**src/rtl/rc_pkg.sv**
```systemverilog
package rc_pkg;

  localparam int CW        = 5;
  localparam int MODV      = 26;
  localparam int TAB_DEPTH = 32;
  localparam int REFL_ROT  = 13;

  typedef struct packed {
    logic capture;
    logic load;
    logic plugSwap;
    logic offAdd;
    logic romLook;
    logic offSub;
    logic reflect;
    logic inverse;
    logic outLatch;
  } rc_strobe_t;

  function automatic logic [CW-1:0] add26(input logic [CW-1:0] a, input logic [CW-1:0] b);
    logic [CW:0] s;
    s = {1'b0, a} + {1'b0, b};
    if (s >= (CW+1)'(MODV)) s = s - (CW+1)'(MODV);
    return s[CW-1:0];
  endfunction

  function automatic logic [CW-1:0] sub26(input logic [CW-1:0] a, input logic [CW-1:0] b);
    logic [CW:0] s;
    if (a >= b) s = {1'b0, a} - {1'b0, b};
    else        s = {1'b0, a} + (CW+1)'(MODV) - {1'b0, b};
    return s[CW-1:0];
  endfunction

  function automatic int wheelMul(input int w);
    int m;
    m = 3 + 2 * (w % 11);
    if (m >= 13) m = m + 2;
    return m;
  endfunction

  function automatic int wheelOff(input int w);
    return (7 * w + 5) % MODV;
  endfunction

  function automatic logic [CW-1:0] wheelFwd(input int w, input int a);
    int v;
    if (a >= MODV) v = a;
    else v = (wheelMul(w) * a + wheelOff(w)) % MODV;
    return CW'(v);
  endfunction

  function automatic logic [CW-1:0] wheelInv(input int w, input int a);
    int r;
    r = a;
    if (a < MODV) begin
      for (int y = 0; y < MODV; y++) begin
        if (wheelFwd(w, y) == CW'(a)) r = y;
      end
    end
    return CW'(r);
  endfunction

  function automatic logic [CW-1:0] reflPair(input int a);
    int v;
    if (a >= MODV) v = a;
    else v = a ^ 1;
    return CW'(v);
  endfunction

endpackage

```
**src/rtl/rc_wheel_seq.sv**
```systemverilog
module rc_wheel_seq #(
  parameter int NUM_WHEELS = 2,
  parameter int IDX_W      = 1
) (
  input  logic             clk,
  input  logic             rst,
  input  logic             start,
  input  logic             startRev,
  output logic             active,
  output logic             rev,
  output logic [1:0]       step,
  output logic [IDX_W-1:0] wheelIdx,
  output logic             last
);

  localparam logic [IDX_W-1:0] LAST_IDX = IDX_W'(NUM_WHEELS - 1);

  logic lastWheel;

  assign lastWheel = rev ? (wheelIdx == '0) : (wheelIdx == LAST_IDX);
  assign last      = active && (step == 2'd2) && lastWheel;

  always_ff @(posedge clk) begin
    if (rst) begin
      active   <= 1'b0;
      rev      <= 1'b0;
      step     <= 2'd0;
      wheelIdx <= '0;
    end else if (start) begin
      active   <= 1'b1;
      rev      <= startRev;
      step     <= 2'd0;
      wheelIdx <= startRev ? LAST_IDX : '0;
    end else if (active) begin
      if (step == 2'd2) begin
        step <= 2'd0;
        if (lastWheel) active <= 1'b0;
        else wheelIdx <= rev ? (wheelIdx - 1'b1) : (wheelIdx + 1'b1);
      end else begin
        step <= step + 2'd1;
      end
    end
  end

endmodule

```
**src/rtl/rc_ctrl.sv**
```systemverilog
module rc_ctrl #(
  parameter int NUM_WHEELS = 2,
  parameter int IDX_W      = 1
) (
  input  logic               clk,
  input  logic               rst,
  input  logic               newChar,
  output logic               busy,
  output rc_pkg::rc_strobe_t strobe,
  output logic [IDX_W-1:0]   wheelIdx
);

  typedef enum logic [2:0] {
    OP_IDLE, OP_LOAD, OP_PLUG_IN, OP_WHEEL_FWD,
    OP_REFL, OP_WHEEL_REV, OP_PLUG_OUT, OP_OUT
  } op_state_t;

  op_state_t state, nextState;

  logic       subStart, subStartRev, subActive, subRev, subLast;
  logic [1:0] subStep;

  assign subStart    = (state == OP_PLUG_IN) || (state == OP_REFL);
  assign subStartRev = (state == OP_REFL);

  rc_wheel_seq #(.NUM_WHEELS(NUM_WHEELS), .IDX_W(IDX_W)) u_wheelSeq (
    .clk      (clk),
    .rst      (rst),
    .start    (subStart),
    .startRev (subStartRev),
    .active   (subActive),
    .rev      (subRev),
    .step     (subStep),
    .wheelIdx (wheelIdx),
    .last     (subLast)
  );

  always_comb begin
    nextState = state;
    case (state)
      OP_IDLE:      if (newChar) nextState = OP_LOAD;
      OP_LOAD:      nextState = OP_PLUG_IN;
      OP_PLUG_IN:   nextState = OP_WHEEL_FWD;
      OP_WHEEL_FWD: if (subLast) nextState = OP_REFL;
      OP_REFL:      nextState = OP_WHEEL_REV;
      OP_WHEEL_REV: if (subLast) nextState = OP_PLUG_OUT;
      OP_PLUG_OUT:  nextState = OP_OUT;
      OP_OUT:       nextState = OP_IDLE;
      default:      nextState = OP_IDLE;
    endcase
  end

  always_ff @(posedge clk) begin
    if (rst) state <= OP_IDLE;
    else     state <= nextState;
  end

  assign busy = (state != OP_IDLE);

  always_comb begin
    strobe          = '0;
    strobe.capture  = (state == OP_IDLE) && newChar;
    strobe.load     = (state == OP_LOAD);
    strobe.plugSwap = (state == OP_PLUG_IN) || (state == OP_PLUG_OUT);
    strobe.reflect  = (state == OP_REFL);
    strobe.outLatch = (state == OP_OUT);
    strobe.offAdd   = subActive && (subStep == 2'd0);
    strobe.romLook  = subActive && (subStep == 2'd1);
    strobe.offSub   = subActive && (subStep == 2'd2);
    strobe.inverse  = subRev;
  end

endmodule

```
**src/rtl/rc_datapath.sv**
```systemverilog
module rc_datapath #(
  parameter int NUM_WHEELS = 2,
  parameter int IDX_W      = 1
) (
  input  logic                            clk,
  input  logic                            rst,
  input  rc_pkg::rc_strobe_t              strobe,
  input  logic [IDX_W-1:0]                wheelIdx,
  input  logic [rc_pkg::CW-1:0]           charIn,
  input  logic                            plugEn,
  input  logic                            plugWrEn,
  input  logic [rc_pkg::CW-1:0]           plugWrAddr,
  input  logic [rc_pkg::CW-1:0]           plugWrData,
  input  logic [NUM_WHEELS*rc_pkg::CW-1:0] wheelPos,
  output logic                            done,
  output logic [rc_pkg::CW-1:0]           charOut
);

  import rc_pkg::*;

  localparam int SLOTS = 1 << IDX_W;

  logic [CW-1:0] fwdTab  [SLOTS][TAB_DEPTH];
  logic [CW-1:0] invTab  [SLOTS][TAB_DEPTH];
  logic [CW-1:0] reflTab [TAB_DEPTH];
  logic [CW-1:0] posArr  [SLOTS];
  logic [CW-1:0] plugTab [TAB_DEPTH];

  logic [CW-1:0] work, inLatch, posSel, romOut, reflAddr, reflOut, plugOut;

  for (genvar w = 0; w < SLOTS; w++) begin : g_wheel
    if (w < NUM_WHEELS) begin : g_pos
      assign posArr[w] = wheelPos[w*CW +: CW];
    end else begin : g_pad
      assign posArr[w] = '0;
    end
    for (genvar a = 0; a < TAB_DEPTH; a++) begin : g_rom
      assign fwdTab[w][a] = wheelFwd(w, a);
      assign invTab[w][a] = wheelInv(w, a);
    end
  end

  for (genvar a = 0; a < TAB_DEPTH; a++) begin : g_refl
    assign reflTab[a] = reflPair(a);
  end

  assign posSel   = posArr[wheelIdx];
  assign romOut   = strobe.inverse ? invTab[wheelIdx][work] : fwdTab[wheelIdx][work];
  assign reflAddr = add26(work, CW'(REFL_ROT));
  assign reflOut  = add26(reflTab[reflAddr], CW'(REFL_ROT));
  assign plugOut  = plugEn ? plugTab[work] : work;

  always_ff @(posedge clk) begin
    if (rst) begin
      work    <= '0;
      inLatch <= '0;
      charOut <= '0;
      done    <= 1'b0;
      for (int i = 0; i < TAB_DEPTH; i++) plugTab[i] <= CW'(i);
    end else begin
      done <= 1'b0;
      if (plugWrEn && (plugWrAddr < CW'(MODV))) plugTab[plugWrAddr] <= plugWrData;
      if (strobe.capture)  inLatch <= charIn;
      if (strobe.load)     work    <= inLatch;
      if (strobe.plugSwap) work    <= plugOut;
      if (strobe.offAdd)   work    <= add26(work, posSel);
      if (strobe.romLook)  work    <= romOut;
      if (strobe.offSub)   work    <= sub26(work, posSel);
      if (strobe.reflect)  work    <= reflOut;
      if (strobe.outLatch) begin
        charOut <= work;
        done    <= 1'b1;
      end
    end
  end

endmodule

```
**src/rtl/rotor_cipher_seq.sv**
```systemverilog
module rotor_cipher_seq #(
  parameter int NUM_WHEELS = 2
) (
  input  logic                   clk,
  input  logic                   rst,
  input  logic                   newChar,
  input  logic [4:0]             charIn,
  input  logic                   plugEn,
  input  logic                   plugWrEn,
  input  logic [4:0]             plugWrAddr,
  input  logic [4:0]             plugWrData,
  input  logic [NUM_WHEELS*5-1:0] wheelPos,
  output logic                   busy,
  output logic                   done,
  output logic [4:0]             charOut
);

  localparam int IDX_W = (NUM_WHEELS > 1) ? $clog2(NUM_WHEELS) : 1;

  rc_pkg::rc_strobe_t strobe;
  logic [IDX_W-1:0]   wheelIdx;

  rc_ctrl #(.NUM_WHEELS(NUM_WHEELS), .IDX_W(IDX_W)) u_ctrl (
    .clk      (clk),
    .rst      (rst),
    .newChar  (newChar),
    .busy     (busy),
    .strobe   (strobe),
    .wheelIdx (wheelIdx)
  );

  rc_datapath #(.NUM_WHEELS(NUM_WHEELS), .IDX_W(IDX_W)) u_dp (
    .clk        (clk),
    .rst        (rst),
    .strobe     (strobe),
    .wheelIdx   (wheelIdx),
    .charIn     (charIn),
    .plugEn     (plugEn),
    .plugWrEn   (plugWrEn),
    .plugWrAddr (plugWrAddr),
    .plugWrData (plugWrData),
    .wheelPos   (wheelPos),
    .done       (done),
    .charOut    (charOut)
  );

endmodule

```
**config.mk**
```make
export PLATFORM = sky130hd
export DESIGN_NAME = rotor_cipher_seq
export DESIGN_NICKNAME = d
export VERILOG_FILES = /design/src/rtl/rc_pkg.sv /design/src/rtl/rc_wheel_seq.sv /design/src/rtl/rc_ctrl.sv /design/src/rtl/rc_datapath.sv /design/src/rtl/rotor_cipher_seq.sv
export SDC_FILE = /design/constraint.sdc
export NUM_CORES = 1
export LEC_CHECK = 0
export ABC_AREA = 1
export BUFFER_PORTS_ARGS = -buffer_cell sky130_fd_sc_hd__buf_2
export CORE_ASPECT_RATIO = 0.9
export CORE_MARGIN = 2
export CORE_UTILIZATION = 40
export CTS_BUF_LIST = sky130_fd_sc_hd__clkbuf_8
export DETAILED_ROUTE_END_ITERATION = 12
export PLACE_DENSITY = 0.57
export SKIP_LAST_GASP = 1
export SYNTH_ARGS = -nofsm -noshare
export SYNTH_HDL_FRONTEND = slang
export SYNTH_SLANG_ARGS = --single-unit
```
**constraint.sdc**
```tcl
create_clock -name clk -period 5.5 [get_ports clk]
set_input_delay 0.275 -clock clk [delete_from_list [all_inputs] [get_ports clk]]
set_output_delay 0.275 -clock clk [all_outputs]
set_load 0.02 [all_outputs]
```
# After elaboration in Yosys (flattened, before gate mapping)

Memories as Yosys holds them, arrays and structs flattened. A register that Yosys moved wholly into a read port is not among the register bits.
Cells that the tools add are included.

$add $sub $neg: 12
Magnitude comparators: 8
Equal/unequal tests: 14
Muxes and demuxes: 56
Bitwise logic cells: 4
Reduce and logical (&&, ||, !) cells: 19

Operator list:

| operator              | number |
|---|---|
| $mux W160             | 4 |
| $mux W159             | 2 |
| $mux W5               | 25 |
| $bmux W5 S5           | 2 |
| $pmux W3 S8           | 1 |
| $ge A6 B5 Y1 const B  | 3 |
| $mux W1               | 18 |
| $sub A5 B5 Y5 const B | 3 |
| $add A5 B4 Y6 const B | 2 |
| $eq A3 B3 Y1 const B  | 4 |
| $ge A6 B6 Y1 const B  | 2 |
| $not A5 Y6            | 2 |
| $sub A5 B5 Y5         | 2 |
| $mux W3               | 3 |
| $add A5 B5 Y6         | 1 |
| $eq A3 B2 Y1 const B  | 2 |
| $logic_and A1 B1 Y1   | 6 |
| $ne A2 B1 Y1 const B  | 3 |
| $ne A6 B5 Y1 const B  | 1 |
| $reduce_and A3 Y1     | 2 |
| $reduce_bool A6 Y1    | 1 |
| $add A5 B5 Y5 const B | 1 |
| $ge A5 B5 Y1          | 1 |
| $lt A5 B5 Y1 const B  | 1 |
| 19 further kinds      | 21 |

Register bits after elaboration: 24
Bits in writable memories: 160
Bits in read-only memories: 160
Input port bits: 30
Logic and storage cells: 124
Memories: 2

Memory list:

| memory           | words | width | read ports | clocked after memory_dff | wr ports | RTL line          | RTL |
|---|---|---|---|---|---|---|---|
| (name not given) | 32    | 5     | 1          | 0                        | 0        | rc_datapath.sv:50 | `assign reflOut = add26(reflTab[reflAddr], CW'(REFL_ROT));` |
| u_dp.plugTab     | 32    | 5     | 1          | 1                        | 32       | rc_datapath.sv:27 | `logic [CW-1:0] plugTab [TAB_DEPTH];` |

# Depth between registers and ports, before layout

Gate-level depths: netlist of run 1.

Depth after elaboration: 13
Gate-level depth with buffers: 29
Gate-level depth less buffers: 29

# Hierarchy

A second synthesis of run 1 with hierarchy kept.

Cell total of the unflattened synthesis: 1271
Area, all modules: 10645.2 µm²

By module, submodules not included:

| module       | times used | cells each | area an instance (µm²) | seq. area each (µm²) |
|---|---|---|---|---|
| rc_datapath  | 1          | 1190       | 10116.0                | 5225.0 |
| rc_ctrl      | 1          | 49         | 307.8                  | 60.1 |
| rc_wheel_seq | 1          | 32         | 221.5                  | 100.1 |

# Worst setup path after synthesis of run 1

OpenSTA, ideal clock, no wires.

Kind: register -> register
Start point: register u_dp.work[1]
End point: register (tool-made name)
Library setup time: 0.111 ns
Arrival time: 3.414 ns
Data required time: 5.389 ns
Path slack: 1.974 ns
Stages on the path, launching flop included: 27
Clock period less this slack: 3.526 ns
Cells stage by stage: dfxtp_1 -> buf_2 -> inv_1 -> clkbuf_1 -> ha_1 -> inv_1 -> ha_1 -> xor2_1 -> nand2_1 -> nand2_2 -> nor2_2 -> nand3_1 -> nand2_1 -> inv_1 -> ha_1 -> inv_1 -> nor2_2 -> nor2_4 -> inv_1 -> nor3_2 -> nand3_2 -> nand3_2 -> nor2_1 -> nor2_1 -> nand2_1 -> nand2_1 -> inv_1

RTL lines:

| item                   | RTL line          | RTL |
|---|---|---|
| start, declared        | rc_datapath.sv:29 | `logic [CW-1:0] work, inLatch, posSel, romOut, reflAddr, reflOut, plugOut;` |
| start signal, assigned | rc_datapath.sv:64 | `if (strobe.load) work <= inLatch;` |
| start signal, assigned | rc_datapath.sv:65 | `if (strobe.plugSwap) work <= plugOut;` |
| start signal, assigned | rc_datapath.sv:66 | `if (strobe.offAdd) work <= add26(work, posSel);` |

==> results of run 1 <==
## power groups by stage
stage	logic, W	clock network [W]	registers, W
2_1_floorplan	0.00243	0	0.00178
3_3_place_gp	0.00310	0	0.00188
3_5_place_dp	0.00310	0	0.00189
4_1_cts	0.00312	0.000989	0.00185
5_1_grt	0.00354	0.00104	0.00188
6_report	0.00314	0.000972	0.00185
## through the flow
stage | setup slack [ns] | cells | power, W | hold slack [ns] | utilization, %
after floorplan | 1.97 | 1290 | 0.00420 | 0.424 | -
after global placement | 1.74 | 1617 | 0.00498 | 0.447 | 42.9
after detailed placement | 1.58 | 1617 | 0.00498 | 0.452 | 42.9
after CTS | 1.53 | 1649 | 0.00596 | 0.0515 | 44.5
after global routing | 1.17 | 1649 | 0.00646 | 0.0635 | 44.5
final | 1.54 | 1649 | 0.00597 | 0.0789 | 44.5
## area by class of cell
type,instances,share of cell area (%)
tap,348,3.74
clock inverter,15,1.45
multi-input combinational,898,40.0
inverter,136,4.40
timing repair buffer,46,2.19
clock buffer,17,2.01
sequential,189,46.2
## synth_stat cells (5+ instances only)
library cell,number
sky130_fd_sc_hd__clkbuf_1,57
sky130_fd_sc_hd__nand2_1,192
sky130_fd_sc_hd__nand3_2,8
sky130_fd_sc_hd__nor3_1,5
sky130_fd_sc_hd__nor2_1,250
sky130_fd_sc_hd__nand4_1,7
sky130_fd_sc_hd__o22ai_1,27
sky130_fd_sc_hd__inv_2,5
sky130_fd_sc_hd__nand2_2,10
sky130_fd_sc_hd__o2111ai_1,7
sky130_fd_sc_hd__inv_1,120
sky130_fd_sc_hd__nand3_1,44
sky130_fd_sc_hd__o211ai_1,14
sky130_fd_sc_hd__buf_2,7
sky130_fd_sc_hd__or2_2,5
sky130_fd_sc_hd__clkinv_1,10
sky130_fd_sc_hd__dfxtp_1,29
sky130_fd_sc_hd__edfxtp_1,160
sky130_fd_sc_hd__o21ai_0,139
sky130_fd_sc_hd__ha_1,35
sky130_fd_sc_hd__nand2_4,6
sky130_fd_sc_hd__a21oi_1,50
sky130_fd_sc_hd__xnor2_1,8
sky130_fd_sc_hd__o221ai_1,11
sky130_fd_sc_hd__o21ai_1,6
## cells by family after synthesis
logic type	Yosys count	share of synthesized area, %
compound gates	279	15.1
xor+xnor	11	0.898
other cells	2	0.0700
simple gates	539	21.6
fa+ha+maj	39	4.83
buf+inv	203	7.38
flops	189	50.2
## cell usage in the layout (no fill, tap or decap), drive strengths merged, types with 14 or more instances in the layout
| master | n |
|---|---|
| buf | 46 |
| clkinv | 14 |
| edfxtp | 160 |
| ha | 35 |
| a21oi | 52 |
| o22ai | 27 |
| nand3 | 52 |
| nand2 | 208 |
| nor2 | 256 |
| o211ai | 15 |
| o21ai | 145 |
| inv | 133 |
| dfxtp | 29 |
| conb | 30 |
| clkbuf | 17 |
## final timing paths
path,startpoint,slack [ns],to,cells past startpoint
max,u_dp.work[0],1.54,flop,23
min,charIn[2],0.08,u_dp.inLatch[2],3
max reg2reg,u_dp.work[0],1.54,flop,23
min reg2reg,u_dp.inLatch[3],0.46,u_dp.inLatch[3],2
## sequential cells by signal (all words and copies together), names as in the netlist, named ones only
signal,flops
u_dp.work,5
u_dp.charOut,5
u_ctrl.u_wheelSeq.rev,1
u_ctrl.u_wheelSeq.step,2
u_dp.done,1
u_dp.plugTab,160
u_dp.inLatch,5
u_ctrl.u_wheelSeq.active,1
u_ctrl.state,3
u_ctrl.u_wheelSeq.wheelIdx,1
## critical path: cells and delay by family, from the launching register on
kind / cells / cell delay (ns)
DFF: 1 / 0.68
adders and majority gates: 3 / 0.88
buffers and inverters: 5 / 0.70
and+or+nand+nor: 13 / 1.33
AOI/OAI and AO/OA: 1 / 0.14
xor gates and xnor gates: 1 / 0.16
## per-layer routing
| layer | share of wire [%] | vias up |
|---|---|---|
| li1 | - | 4282 |
| met1 | 48 | 4163 |
| met2 | 44 | 298 |
| met3 | 6.2 | 38 |
| met4 | 1.4 | 0 |
| met5 | 0 | - |
==> results.rst, run 1 <==
.. list-table::
   :header-rows: 1

   * - Metric
     - Value
   * - Max clock buf depth
     - 2
   * - Post-layout min period
     - between 3 and 4 ns
   * - Chip height
     - between 150 and 200 um
   * - Number of cells produced by synthesis
     - 1262
   * - Most used flip-flop cell after synthesis
     - sky130_fd_sc_hd__edfxtp_1
   * - Area contributors post-synth
     - sky130_fd_sc_hd__edfxtp_1 45%, sky130_fd_sc_hd__nor2_1 8.7%, sky130_fd_sc_hd__nand2_1 6.7%
   * - Horizontal extent of the die
     - 177 um
   * - Wire length per cell
     - 17.7 um
   * - Type of the setup path with the least slack
     - flop to flop
   * - Number of max-cap violations
     - 0
   * - Hold Buf Count CTS
     - 0
   * - Internal power
     - 0.00317 W
   * - CTS clock-pin slew for the worst setup and hold paths
     - 0.11 ns
   * - Post-cts gate resize count
     - 0
   * - Remaining routing DRC violations
     - 0
   * - Largest net degree at the start of global routing
     - 57
   * - Seq pwr share
     - 31.1%
   * - Result of the run
     - finished, final reports clean
   * - Signal arrival time at the worst endpoint
     - about 4.4 ns
   * - Max Slew Vio Count
     - 0
   * - Largest stage delay on the critical path
     - a little under 0.7 ns
   * - Final RePlAce weighted congestion
     - roughly 0.90
   * - Die area
     - 28200 um2
   * - Syn avg cell area
     - 8.51 um2
   * - Critical path, cell by cell
     - inv_1, ha_1, inv_1, ha_1, xor2_1, nand2_1, nand2_2, nor2_2, nand3_1, nand2_1, inv_1, ha_1, inv_1, nor2_2, nor2_4, inv_1, nor3_2, nand3_2, nand3_2, nand2_1, nand2_1, nand2_1, a21oi_2
   * - Headroom to the max-slew limit
     - roughly 24%
   * - Met3 usage
     - under 10%
   * - Switching power
     - 0.00280 W
   * - 1st-iter DRT viols
     - between 700 and 800
   * - Number of levels in the clock H-tree
     - 4
   * - Worst-margin pin slew
     - 1.13 ns
   * - Core area
     - ~26000 um2
   * - Multi-input logic area
     - 4660 um2
   * - Slowest stage cell on the critical path
     - sky130_fd_sc_hd__dfxtp_1
   * - Leakage component of the power
     - 4.55 nW
   * - Number of placed I/O pins
     - 37
   * - Required time at the worst-slack endpoint
     - 5.91 ns
   * - Switching Share
     - 46.9%
   * - Number of search-and-repair iterations in the first detailed-routing pass
     - 5
   * - Dpl hpwl
     - 19800 um
   * - Overflow left after global routing
     - 0
   * - Clock Latency Late Sink
     - 0.48 ns
   * - Clock power share
     - 16.3%
   * - Total of fill cells in the finished design
     - 2637
   * - Remaining number of nets flagged by the antenna check after routing
     - 0
   * - Total wire length after detailed routing
     - 29300 um
   * - Initial core utilization
     - 41.0%
   * - Peak supply drop
     - 0.243 mV
   * - Peak Freq
     - around 250 MHz
   * - Placed cell area
     - around 11000 um2
   * - Most Used Layer, Global Route
     - met2
   * - TritonCTS clock tree
     - built
   * - Number of post-CTS setup repair buffers
     - 0
   * - Drt via density
     - 5.33
   * - Type of origin of the critical path
     - flop
   * - RSZ-0062 raised after global routing
     - no
   * - Root cell of the clock tree
     - sky130_fd_sc_hd__clkbuf_8
   * - Total setup violations reported at the end of the flow
     - 0
   * - Post-synthesis register bit count
     - 189
   * - Via count of the first global-routing pass
     - 8577
   * - Fraction of final layout cells sized beyond drive strength 1
     - 9.45%
   * - All-Layer GR Usage
     - 21.2%
   * - Antenna violations before repair
     - 0
   * - Relative contribution of combinational cells to total power
     - 52.7%
   * - Count of inserted antenna diode cells
     - 0
   * - Number of cell rows
     - 56
   * - Number of hold-slack violations in the final timing report
     - 0
   * - Yosys synthesis warning count
     - 0
   * - Met2 Usage GRT
     - 32.4%
   * - Fin crit share
     - between 70% and 80%
   * - Met1 layer usage reported by global route
     - 30.9%
   * - Clk sink count
     - 189
   * - Seq/Total Area, Yosys
     - about 50%
   * - Crit end category
     - flop
   * - Share of async-settable or async-resettable flops after synthesis
     - 0%
   * - Cell Pwr Density
     - slightly above 500 nW/um2
   * - Total number of vias
     - 8781
   * - Post-synthesis cell area
     - 10700 um2
   * - Design area
     - around 12000 um2
   * - Seq. cell area
     - 5390 um2
   * - Worst clock skew on the final layout
     - 0.0226 ns
   * - Class of the most critical hold timing path
     - primary input to flop
   * - Portion of synthesized cell area occupied by the leading cell type
     - between 40 and 50%
   * - Total number of nets in the final design
     - 1357
   * - Port-buffer cells
     - 36
   * - Count of flip-flops with a built-in enable after synthesis
     - between 150 and 200
   * - Top fanout value on the critical path
     - 12
   * - Number of unique standard cell types used by synthesis
     - between 50 and 60
   * - Inserted Clock Buffers
     - 17
   * - Post-Route Setup TNS
     - 0 ns
   * - First-pass GRT wire length
     - 46400 um
   * - Area grow syn2layout
     - 8.58%
   * - Cell accounting for the most synthesized area
     - sky130_fd_sc_hd__edfxtp_1
Power figures use the tool's default switching activity.
==> inputs of run 2 (changes only) <==
==> constraint.sdc (replaced) <==
create_clock -name clk -period 3.8 [get_ports clk]
set_input_delay 0.19 -clock clk [delete_from_list [all_inputs] [get_ports clk]]
set_output_delay 0.19 -clock clk [all_outputs]
set_load 0.02 [all_outputs]
==> run 2 against run 1 <==
Final area grew 1.6%. Clock skew shrank 0.0045 ns. Worst hold slack gained 0.062 ns. Sequential power grew 41%. Non-clock buffer count grew 18. Critical path type unchanged.
==> results.rst, run 2 (synthesis results as in run 1) <==
.. list-table::
   :header-rows: 1

   * - Metric
     - Value
   * - Most common cell after layout, fill and taps aside
     - sky130_fd_sc_hd__nor2_1
   * - Internal power
     - 0.00457 W (+44%)
   * - Hold Buf Count CTS
     - 5 (+5)
   * - Worst-margin pin slew
     - 1.16 ns (+0.0299 ns)
   * - Switching Share
     - 47.8% (+0.94 points)
   * - First-pass GRT wire length
     - 46200 um (-0.52%)
   * - Clk sink count
     - 189 (unchanged)
   * - Result of the run
     - finished, final reports clean
   * - Required time at the worst-slack endpoint
     - 4.18 ns (-1.73 ns)
   * - Final RePlAce weighted congestion
     - 0.881 (-2.0%)
   * - 1st-iter DRT viols
     - 1060 (+39%)
   * - Wire length per cell
     - 17.4 um (-2.0%)
   * - Remaining number of nets flagged by the antenna check after routing
     - 0 (unchanged)
   * - Relative contribution of combinational cells to total power
     - 53.7% (+1.0 points)
   * - TritonCTS clock tree
     - built
   * - Post-cts gate resize count
     - 0 (unchanged)
   * - Signal arrival time at the worst endpoint
     - 3.83 ns (-0.55 ns)
   * - Total number of vias
     - 8764 (-0.19%)
   * - Largest net degree at the start of global routing
     - 51 (-11%)
   * - Number of max-cap violations
     - 0 (unchanged)
   * - Worst-case register-to-register setup slack
     - 0.36 ns (-1.18 ns)
   * - Area grow syn2layout
     - 10.3%
   * - Final setup margin
     - 0.357 ns (-1.18 ns)
   * - Type of the setup path with the least slack
     - flop to flop
   * - Inserted Clock Buffers
     - 17 (unchanged)
   * - Post-layout min period
     - 3.44 ns (-0.521 ns)
   * - All-Layer GR Usage
     - 21.1% (-0.17 points)
   * - Total number of nets in the final design
     - 1375 (+1.3%)
   * - Core area
     - 26200 um2 (unchanged)
   * - Seq pwr share
     - 29.7% (-1.4 points)
   * - Number of cell rows
     - 56 (unchanged)
   * - Highest-count cells in the layout ignoring fill and taps
     - 250 x sky130_fd_sc_hd__nor2_1, 192 x sky130_fd_sc_hd__nand2_1, 160 x sky130_fd_sc_hd__edfxtp_1
   * - Remaining routing DRC violations
     - 0 (unchanged)
   * - Crit end category
     - flop
   * - Overflow left after global routing
     - 0 (unchanged)
   * - Root cell of the clock tree
     - sky130_fd_sc_hd__clkbuf_8
   * - Via count of the first global-routing pass
     - 8275 (-3.5%)
   * - Cell Pwr Density
     - 739 nW/um2 (+44%)
   * - Dpl hpwl
     - 20000 um (+1.2%)
   * - FF-to-FF path depth
     - 26 (+13%)
   * - Pre-CTS WS
     - 0.384 ns (-1.19 ns)
   * - Overall power
     - 0.00875 W (+47%)
   * - Horizontal extent of the die
     - 177 um (unchanged)
   * - Fin crit share
     - 90.6% (+19 points)
   * - Peak Freq
     - 290 MHz (+15%)
   * - Die area
     - 28200 um2 (unchanged)
   * - Number of post-CTS setup repair buffers
     - 0 (unchanged)
   * - Total setup violations reported at the end of the flow
     - 0 (unchanged)
   * - Leakage component of the power
     - 4.64 nW (+2.0%)
   * - Type of origin of the critical path
     - flop
   * - Fraction of final layout cells sized beyond drive strength 1
     - 10.6% (+1.2 points)
   * - Clock Latency Late Sink
     - 0.48 ns (about the same)
   * - Number of placed I/O pins
     - 37 (unchanged)
   * - Class of the most critical hold timing path
     - primary input to flop
   * - Antenna violations before repair
     - 0 (unchanged)
   * - Total of fill cells in the finished design
     - 2661 (+0.91%)
   * - Number of levels in the clock H-tree
     - 4 (unchanged)
   * - Top register by number of flip-flops
     - u_dp.plugTab
   * - Total wire length after detailed routing
     - 29000 um (-0.92%)
   * - Top fanout value on the critical path
     - 15 (+3)
   * - Worst clock skew on the final layout
     - 0.0180 ns (-0.00451 ns)
   * - Source of the critical timing path
     - u_dp.work[1]
   * - Max Slew Vio Count
     - 0 (unchanged)
   * - Headroom to the max-slew limit
     - 22.2% (-2.0 points)
   * - Port-buffer cells
     - 36 (unchanged)
   * - CTS clock-pin slew for the worst setup and hold paths
     - 0.13 ns (+0.02 ns)
   * - Peak supply drop
     - 0.368 mV (+52%)
   * - Chip height
     - 159 um (unchanged)
   * - Drt via density
     - 5.26 (-1.3%)
   * - Largest register FFs
     - 160 (unchanged)
   * - Post-Route Setup TNS
     - 0 ns (unchanged)
   * - Number of hold-slack violations in the final timing report
     - 0 (unchanged)
   * - Count of inserted antenna diode cells
     - 0 (unchanged)
   * - Initial core utilization
     - 41.0% (unchanged)
   * - Clock power share
     - 16.6% (+0.3 points)
   * - Number of search-and-repair iterations in the first detailed-routing pass
     - 6 (+1)
   * - Startpoint of the worst-slack reg-to-reg timing path
     - u_dp.work[1]
   * - RSZ-0062 raised after global routing
     - no
   * - Switching power
     - 0.00418 W (+50%)
   * - Max clock buf depth
     - 2 (unchanged)
-- run 2: changes by cell type in the layout (fill, tap and decap cells not counted), sizes merged --
| cell | previous run | this run |
|---|---|---|
| clkinvlp | 1 | 0 |
| clkinv | 14 | 16 |
| buf | 46 | 59 |
| dlygate4sd3 | 0 | 5 |
| inv | 133 | 134 |
| bufinv | 3 | 1 |
-- run 2: power by group through the flow --
stage | registers, W | clock network [W] | logic [W]
2_1_floorplan | 0.00257 | 0 | 0.00351
3_3_place_gp | 0.00264 | 0 | 0.00461
3_5_place_dp | 0.00265 | 0 | 0.00464
4_1_cts | 0.00260 | 0.00148 | 0.00467
5_1_grt | 0.00263 | 0.00156 | 0.00529
6_report | 0.00260 | 0.00145 | 0.00470
-- run 2: worst min path at each step --
stage | start | slack, ns | endpoint | depth (start not counted)
finish | plugWrAddr[1] | 0.14 | u_dp.plugTab[5][0] | 5
detailed placement | u_dp.inLatch[3] | 0.45 | u_dp.inLatch[3] | 2
floorplan | charIn[0] | 0.38 | u_dp.inLatch[0] | 2
global route | plugWrAddr[1] | 0.13 | u_dp.plugTab[5][2] | 5
CTS | plugWrAddr[1] | 0.12 | u_dp.plugTab[5][0] | 5
global placement | u_dp.inLatch[3] | 0.46 | u_dp.inLatch[3] | 2
-- run 2: area by class of cell --
type | instances | area [um2] | share of cell area, %
clock inverter | 15 | 210 | 1.77
multi-input combinational | 898 | 4660 | 39.4
sequential | 189 | 5390 | 45.5
timing repair buffer | 64 | 403 | 3.40
tap | 348 | 435 | 3.68
inverter | 136 | 513 | 4.33
clock buffer | 17 | 234 | 1.98
-- run 2: critical path: stages, from the launching register on --
cell and delay (ns):
sky130_fd_sc_hd__dfxtp_1 0.52, sky130_fd_sc_hd__inv_1 0.10, sky130_fd_sc_hd__buf_4 0.21, sky130_fd_sc_hd__ha_1 0.19
sky130_fd_sc_hd__inv_1 0.14, sky130_fd_sc_hd__nand4_4 0.14, sky130_fd_sc_hd__nand2_4 0.08, sky130_fd_sc_hd__o21bai_4 0.07
sky130_fd_sc_hd__nand2_1 0.08, sky130_fd_sc_hd__nand2_2 0.11, sky130_fd_sc_hd__nor2_2 0.14, sky130_fd_sc_hd__nand3_1 0.11
sky130_fd_sc_hd__nand2_1 0.12, sky130_fd_sc_hd__inv_1 0.06, sky130_fd_sc_hd__ha_1 0.25, sky130_fd_sc_hd__inv_1 0.09
sky130_fd_sc_hd__nor2_2 0.05, sky130_fd_sc_hd__nor2_4 0.15, sky130_fd_sc_hd__inv_1 0.08, sky130_fd_sc_hd__nor3_2 0.13
sky130_fd_sc_hd__nand3_2 0.11, sky130_fd_sc_hd__nand3_2 0.14, sky130_fd_sc_hd__nor2_1 0.05, sky130_fd_sc_hd__nor2_1 0.08
sky130_fd_sc_hd__nand2_1 0.05, sky130_fd_sc_hd__nand2_1 0.06, sky130_fd_sc_hd__inv_1 0.04
-- run 2: per-stage QoR --
step	cells	area [um2]	hold WS, ns	utilization, %
2_1_floorplan	1290	10800	0.383	-
3_3_place_gp	1630	11400	0.456	43.3
3_5_place_dp	1630	11400	0.451	43.3
4_1_cts	1667	11800	0.120	45.2
5_1_grt	1667	11800	0.132	45.2
6_report	1667	11800	0.141	45.2
-- run 2: metal layers --
metal	part of all wire [%]	track usage, %	routed length, um
met1	50	33.2	14400
met5	0	0	0
met2	42	30.0	12300
met3	6.9	3.84	1990
met4	0.89	4.06	259
